===== config.mk =====
export PLATFORM = sky130hd
export DESIGN_NAME = period_meter
export DESIGN_NICKNAME = d
export VERILOG_FILES = /design/src/rtl/pm_pkg.sv /design/src/rtl/pm_tick_gen.sv /design/src/rtl/pm_edge_sync.sv /design/src/rtl/pm_wrap_counter.sv /design/src/rtl/pm_measure_ctrl.sv /design/src/rtl/period_meter.sv
export SDC_FILE = /design/constraint.sdc
export NUM_CORES = 1
export LEC_CHECK = 0
export BUFFER_PORTS_ARGS = -buffer_cell sky130_fd_sc_hd__clkbuf_2
export CAP_MARGIN = 20
export CELL_PAD_IN_SITES_DETAIL_PLACEMENT = 0
export CELL_PAD_IN_SITES_GLOBAL_PLACEMENT = 1
export CORE_ASPECT_RATIO = 0.7
export CORE_MARGIN = 4
export CORE_UTILIZATION = 33
export CTS_BUF_LIST = sky130_fd_sc_hd__clkbuf_4 sky130_fd_sc_hd__clkbuf_8
export DETAILED_ROUTE_END_ITERATION = 12
export PLACE_DENSITY = 0.7
export SETUP_SLACK_MARGIN = 0.05
export SYNTH_ARGS = -nofsm -noshare
export SYNTH_HDL_FRONTEND = slang
export SYNTH_SLANG_ARGS = --single-unit

===== constraint.sdc =====
create_clock -name clk -period 4.15 [get_ports clk]
set_clock_uncertainty 0.15 [all_clocks]
set_input_delay 0.83 -clock clk [delete_from_list [all_inputs] [get_ports clk]]
set_output_delay 0.83 -clock clk [all_outputs]
set_load 0.05 [all_outputs]

===== src/rtl/pm_pkg.sv =====
package pm_pkg;

    typedef enum logic [1:0] {
        EDGE_OFF  = 2'b00,
        EDGE_RISE = 2'b01,
        EDGE_FALL = 2'b10,
        EDGE_ANY  = 2'b11
    } edge_mode_e;

    typedef enum logic [1:0] {
        ST_IDLE = 2'b00,
        ST_ARM  = 2'b01,
        ST_MEAS = 2'b10
    } meas_state_e;

    typedef struct packed {
        logic rise;
        logic fall;
    } edge_ev_t;

    localparam int FLAG_CAP  = 0;
    localparam int FLAG_WRAP = 1;

    function automatic logic edge_match(edge_mode_e mode, edge_ev_t ev);
        logic hit;
        case (mode)
            EDGE_RISE: hit = ev.rise;
            EDGE_FALL: hit = ev.fall;
            EDGE_ANY:  hit = ev.rise | ev.fall;
            default:   hit = 1'b0;
        endcase
        return hit;
    endfunction

endpackage


===== src/rtl/pm_tick_gen.sv =====
module pm_tick_gen #(
    parameter int SEL_W = 3
) (
    input  logic             clk,
    input  logic             rst,
    input  logic [SEL_W-1:0] div_sel,
    output logic             tick
);
    localparam int PRE_W = (1 << SEL_W) - 1;

    logic [PRE_W-1:0] pre_q;
    logic [PRE_W-1:0] mask;

    // bit i of the mask takes part in the match when the exponent exceeds i
    for (genvar i = 0; i < PRE_W; i++) begin : g_mask
        assign mask[i] = (int'(div_sel) > i);
    end

    always_ff @(posedge clk) begin
        if (rst) pre_q <= '0;
        else     pre_q <= pre_q + 1'b1;
    end

    assign tick = &(pre_q | ~mask);

    p_tick_gap_r1: assert property (@(posedge clk) disable iff (rst)
        (tick && div_sel != '0) |=> (!tick || div_sel != $past(div_sel)));

endmodule


===== src/rtl/pm_edge_sync.sv =====
module pm_edge_sync (
    input  logic       clk,
    input  logic       rst,
    input  logic       sig_in,
    input  logic [1:0] edge_sel,
    output logic       hit
);
    import pm_pkg::*;

    logic [2:0] sh_q;
    edge_ev_t   ev;

    always_ff @(posedge clk) begin
        if (rst) sh_q <= '0;
        else     sh_q <= {sh_q[1:0], sig_in};
    end

    always_comb begin
        ev.rise = sh_q[1] & ~sh_q[2];
        ev.fall = ~sh_q[1] & sh_q[2];
        hit     = edge_match(edge_mode_e'(edge_sel), ev);
    end

    p_off_quiet_r2: assert property (@(posedge clk) disable iff (rst)
        (edge_sel == 2'b00) |-> !hit);

endmodule


===== src/rtl/pm_wrap_counter.sv =====
module pm_wrap_counter #(
    parameter int CNT_W = 16
) (
    input  logic             clk,
    input  logic             rst,
    input  logic             tick,
    output logic [CNT_W-1:0] cnt,
    output logic             wrap
);
    always_ff @(posedge clk) begin
        if (rst)       cnt <= '0;
        else if (tick) cnt <= cnt + 1'b1;
    end

    assign wrap = tick & (&cnt);

    p_wrap_zero_r5: assert property (@(posedge clk) disable iff (rst)
        wrap |=> (cnt == '0));

    p_hold_r1: assert property (@(posedge clk) disable iff (rst)
        !tick |=> $stable(cnt));

endmodule


===== src/rtl/pm_measure_ctrl.sv =====
module pm_measure_ctrl #(
    parameter int CNT_W = 16,
    parameter int OVF_W = 16
) (
    input  logic                   clk,
    input  logic                   rst,
    input  logic                   start,
    input  logic                   hit,
    input  logic                   wrap,
    input  logic [CNT_W-1:0]       cnt,
    output logic [CNT_W+OVF_W-1:0] period,
    output logic                   done,
    output logic                   sat_err
);
    import pm_pkg::*;

    localparam logic [OVF_W-1:0] OVF_MAX = '1;

    meas_state_e      state;
    logic [CNT_W-1:0] first_q;
    logic [OVF_W-1:0] ovf_q;
    logic [CNT_W-1:0] diff;
    logic             below;
    logic [OVF_W-1:0] ovf_adj;

    always_comb begin
        diff    = cnt - first_q;
        below   = (cnt < first_q);
        ovf_adj = ovf_q - OVF_W'(below);
    end

    always_ff @(posedge clk) begin
        if (rst) begin
            state   <= ST_IDLE;
            first_q <= '0;
            ovf_q   <= '0;
            period  <= '0;
            done    <= 1'b0;
            sat_err <= 1'b0;
        end else begin
            done <= 1'b0;
            if (start) begin
                state   <= ST_ARM;
                sat_err <= 1'b0;
            end else begin
                case (state)
                    ST_ARM: if (hit) begin
                        first_q <= cnt;
                        // a wrap in this clock follows the sample, so it counts
                        ovf_q   <= wrap ? OVF_W'(1) : '0;
                        state   <= ST_MEAS;
                    end
                    ST_MEAS: if (hit) begin
                        period <= {ovf_adj, diff};
                        done   <= 1'b1;
                        state  <= ST_IDLE;
                    end else if (wrap) begin
                        if (ovf_q == OVF_MAX) sat_err <= 1'b1;
                        else                  ovf_q   <= ovf_q + 1'b1;
                    end
                    default: state <= ST_IDLE;
                endcase
            end
        end
    end

    p_done_pulse_r8: assert property (@(posedge clk) disable iff (rst)
        done |=> !done);

    p_done_from_meas_r8: assert property (@(posedge clk) disable iff (rst)
        (state != ST_MEAS) |=> !done);

    p_err_sticky_r9: assert property (@(posedge clk) disable iff (rst)
        (sat_err && !start) |=> sat_err);

    p_result_held_r8: assert property (@(posedge clk) disable iff (rst)
        (state == ST_IDLE && !start) |=> $stable(period));

endmodule


===== src/rtl/period_meter.sv =====
module period_meter #(
    parameter int CNT_W = 16,
    parameter int OVF_W = 16,
    parameter int SEL_W = 3,
    localparam int PER_W = CNT_W + OVF_W
) (
    input  logic             clk,
    input  logic             rst,
    input  logic             sig_in,
    input  logic [SEL_W-1:0] div_sel,
    input  logic [1:0]       edge_sel,
    input  logic             start,
    input  logic [1:0]       flag_wr,
    output logic [PER_W-1:0] period,
    output logic             done,
    output logic             sat_err,
    output logic [CNT_W-1:0] cap_val,
    output logic             cap_flag,
    output logic             wrap_flag
);
    import pm_pkg::*;

    logic             tick;
    logic             hit;
    logic             wrap;
    logic [CNT_W-1:0] cnt;

    pm_tick_gen #(.SEL_W(SEL_W)) u_tick (
        .clk(clk), .rst(rst), .div_sel(div_sel), .tick(tick)
    );

    pm_edge_sync u_sync (
        .clk(clk), .rst(rst), .sig_in(sig_in), .edge_sel(edge_sel), .hit(hit)
    );

    pm_wrap_counter #(.CNT_W(CNT_W)) u_cnt (
        .clk(clk), .rst(rst), .tick(tick), .cnt(cnt), .wrap(wrap)
    );

    pm_measure_ctrl #(.CNT_W(CNT_W), .OVF_W(OVF_W)) u_ctrl (
        .clk(clk), .rst(rst), .start(start), .hit(hit), .wrap(wrap),
        .cnt(cnt), .period(period), .done(done), .sat_err(sat_err)
    );

    always_ff @(posedge clk) begin
        if (rst) begin
            cap_val   <= '0;
            cap_flag  <= 1'b0;
            wrap_flag <= 1'b0;
        end else begin
            if (hit) cap_val <= cnt;
            // a set event in the same clock wins over the clear
            if (hit)                    cap_flag <= 1'b1;
            else if (flag_wr[FLAG_CAP]) cap_flag <= 1'b0;
            if (wrap)                    wrap_flag <= 1'b1;
            else if (flag_wr[FLAG_WRAP]) wrap_flag <= 1'b0;
        end
    end

    p_capture_r3: assert property (@(posedge clk) disable iff (rst)
        hit |=> (cap_flag && cap_val == $past(cnt)));

    p_w1c_keep_r4: assert property (@(posedge clk) disable iff (rst)
        (cap_flag && !flag_wr[FLAG_CAP]) |=> cap_flag);

    p_wrapflag_r5: assert property (@(posedge clk) disable iff (rst)
        wrap |=> wrap_flag);

endmodule


==> reports/metrics.cfg <==
[grt]
grtUsageTotal=0.144
antenna_found_initial=0
grt_pass1_vias=4413
grt_overflow=0
grt_pass1_wl_um=21900
grt_max_degree=101

[sta]
rsz0062_at_grt=false
finalSetupViolCount=0
fin_hold_ws_ns=0.309
worstMarginPinSlew_ns=1.05
tns_ns=0
relSlewSlack=0.301
period_needed_ns=3.76
timing.final.ws_setup_ns=0.393
drv_slew=0
fmaxAchievable_ghz=0.266
hold_violations=0
timing.final.crit_share=0.905

[min_path]
hp-class=register to register
holdCritStartpoint=cap_val[5]

[pwr]
power_switching_mw=0.425
p_seq_frac=0.615
combPwrFrac=0.041
pwr_density_cell_nw_per_um2=286
fin_total_pwr_mw=1.77
intPower_mw=1.34
swShare=0.240
peakVddDrop_v=0.000127
p_clk_frac=0.344
p_leak_nw=2.23

[floorplanning]
dieArea_um2=18800
io_pins=63
dieWidth_um=162
fp.coreArea_um2=16300
rows=39
dieHeight_um=116
initial_utilization=0.336

[final_layout]
fill_cells=1691
final_nets=741
multi_input_area_um2=2960
area_growth_pct=12.7
insertedDiodeCount=0
register_area_um2=2240
drive_gt1_frac=0.137
final_util=0.379

[synth]
syn_inst=656
async_flop_share=0
avgSynthCellArea_um2=8.35
syn_nets=692
ys_types=52
ys_seq_area_frac=0.409
synth_top_family_by_area=simple AND/OR/NAND/NOR gates
synth_compound_area_frac=0.145
synthAdderAreaFrac=0.0585
synth_ff_type=dfxtp_1
synthXorXnorAreaFrac=0.0608
syn_area_um2=5480
ys.warnings.count=0
synthMuxAreaShare=0.0311
yosys.area_share.simple=0.242
ys_ff_latch=112
synth-edff-count=0

[clock_network]
clk_pin_slew_worst_paths_ns=0.11
cts_tree=done
cts_root_buf=clkbuf_8
h-tree-depth=3
cts_setup_buffers=0
cts_inserted_buffers=9
clk_latency_ns=0.38
clockBufferDepth=2
cts_sinks=112

[drt]
drt_first_iter_violations=209
via_per_inst=5.03
route.detailed.drc=0
dr.pass1.iters=4
via_count=4696
routed_wl_um=13200
post_drt_wl_per_cell_um=14.1
ant_nets=0

[flow_run]
max_cap_violations=0

[worst_setup_path]
path_class=register to register
crit_chain=inv_1, ha_1, fa_1, nand2b_1, a21oi_2, nor3_2, o31ai_1, a41oi_1, nand2b_1, a31oi_1, ha_1, ha_1, nand3_1, or2_0, xor2_1, a211oi_1
arrival_ns=3.84
cp_max_fo=6
r2r_start=u_cnt.cnt[0]
start_kind=register
rrSetupSlack_ns=0.39
cpMostUsedCell=ha_1
crit_family=compound AO/OA/AOI/OAI gates
critPathLaunch=u_cnt.cnt[0]
path_buf_inv=1
cp.required_ns=4.23
end_kind=register
cp_slowest_cell=dfxtp_1
critPathMaxStageDelay_ns=0.45

[place]
pre_cts_slack_ns=0.342
numPortBuffers=62
post-dp-hpwl_um=9720
globalplace.congestion=0.805

[run_status]
status=completed

-- synth_stat cells (3+ instances only) --
library cell / n / area [um2]
a211oi_1: 18 / 135
a21o_1: 3 / 22.5
a21oi_1: 51 / 255
a31oi_1: 5 / 31.3
and3_1: 7 / 43.8
and4_1: 3 / 26.3
buf_1: 3 / 11.3
buf_2: 3 / 15.0
buf_6: 4 / 45.0
clkbuf_1: 22 / 82.6
dfxtp_1: 112 / 2240
ha_1: 24 / 300
inv_1: 31 / 116
mux2i_1: 17 / 170
nand2_1: 78 / 293
nand2b_1: 9 / 56.3
nand3_1: 28 / 140
nand4_1: 10 / 62.6
nor2_1: 80 / 300
nor2b_1: 11 / 68.8
nor3_1: 8 / 40.0
nor4_1: 5 / 31.3
o211ai_1: 5 / 37.5
o21a_1: 5 / 37.5
o21ai_0: 12 / 60.1
o21ai_1: 5 / 25.0
o31ai_1: 8 / 60.1
or3_1: 10 / 62.6
or4_1: 13 / 97.6
xnor2_1: 19 / 166
xor2_1: 19 / 166
-- final cells by class --
type,instances,area share
clock buffer,11,0.0235
inverter,31,0.0189
sequential,112,0.363
tap,225,0.0456
clock inverter,4,0.00466
multi-input combinational,478,0.479
timing repair buffer,73,0.0649
-- power groups by stage --
stage               registers (mW)  logic, mW  clock network (mW)
floorplan                     1.11     0.0478                   0
global placement              1.11     0.0713                   0
detailed placement            1.11     0.0726                   0
CTS                           1.09     0.0729               0.636
global route                  1.09     0.0813               0.678
finish                        1.09     0.0727               0.607
-- what timing repair did --
item,CTS,global route
resized for setup,0,2
endpoints found under the setup margin,0,4
hold buffers,0,0
-- sequential cells by signal (all words and copies together), names as in the netlist --
signal	flops
u_ctrl.sat_err	1
u_ctrl.ovf_q	16
u_sync.sh_q	3
u_tick.pre_q	7
cap_flag	1
wrap_flag	1
u_ctrl.period	32
u_ctrl.done	1
u_ctrl.first_q	16
u_cnt.cnt	16
cap_val	16
u_ctrl.state	2
-- layout by cell type, fill, tap and decap left out, drive strengths merged, types with 2 or more instances in the layout --
master and instances:
a211oi 18, a21boi 2, a21o 3, a21oi 51, a22o 2, a311oi 2, a31oi 5, a41oi 3
and2 2, and3 7, and4 3, buf 12, clkbuf 72, clkinvlp 2, dfxtp 112, ha 24
inv 32, mux2i 17, nand2 79, nand2b 9, nand3 28, nand4 10, nor2 81, nor2b 11
nor3 8, nor4 7, nor4b 2, o211ai 5, o21a 5, o21ai 17, o31ai 8, or3 10
or4 13, xnor2 19, xor2 19
-- path summary, 6_finish.rpt --
check | cells after the start | to
hold / removal | 2 | cap_val[5]
hold reg to reg | 2 | cap_val[5]
setup / recovery | 16 | u_ctrl.period[30]
setup reg to reg | 16 | u_ctrl.period[30]
-- worst register-to-register path: stages, from the launching register on --
cell	delay [ns]
dfxtp_1	0.45
inv_1	0.07
ha_1	0.22
fa_1	0.39
nand2b_1	0.20
a21oi_2	0.24
nor3_2	0.11
o31ai_1	0.43
a41oi_1	0.22
nand2b_1	0.11
a31oi_1	0.09
ha_1	0.22
ha_1	0.21
nand3_1	0.10
or2_0	0.15
xor2_1	0.15
a211oi_1	0.08
-- metal layers --
metal  global-route usage  wire length (um)  vias to the layer above
met3               0.0359               704                       21
met2                0.203              5170                      104
li1                     -                 -                     2374
met4               0.0501               295                        0
met5                    0                 0                        -
met1                0.212              7000                     2197
-- kinds of logic after synthesis --
| logic type | count (synthesis) |
|---|---|
| AND/OR/NAND/NOR | 273 |
| XOR/XNOR | 38 |
| flip-flops | 112 |
| adder cells (fa/ha/maj) | 25 |
| AO/OA/AOI/OAI | 125 |
| buffers and inverters | 66 |
| multiplexers | 17 |
-- per-stage QoR --
| stage | cell area [um2] | std cells |
|---|---|---|
| after floorplan | 5480 | 656 |
| after global placement | 5970 | 918 |
| after detailed placement | 5970 | 918 |
| after CTS | 6150 | 933 |
| after global routing | 6170 | 934 |
| final | 6170 | 934 |
No activity file was read; power rests on OpenSTA's default activity.
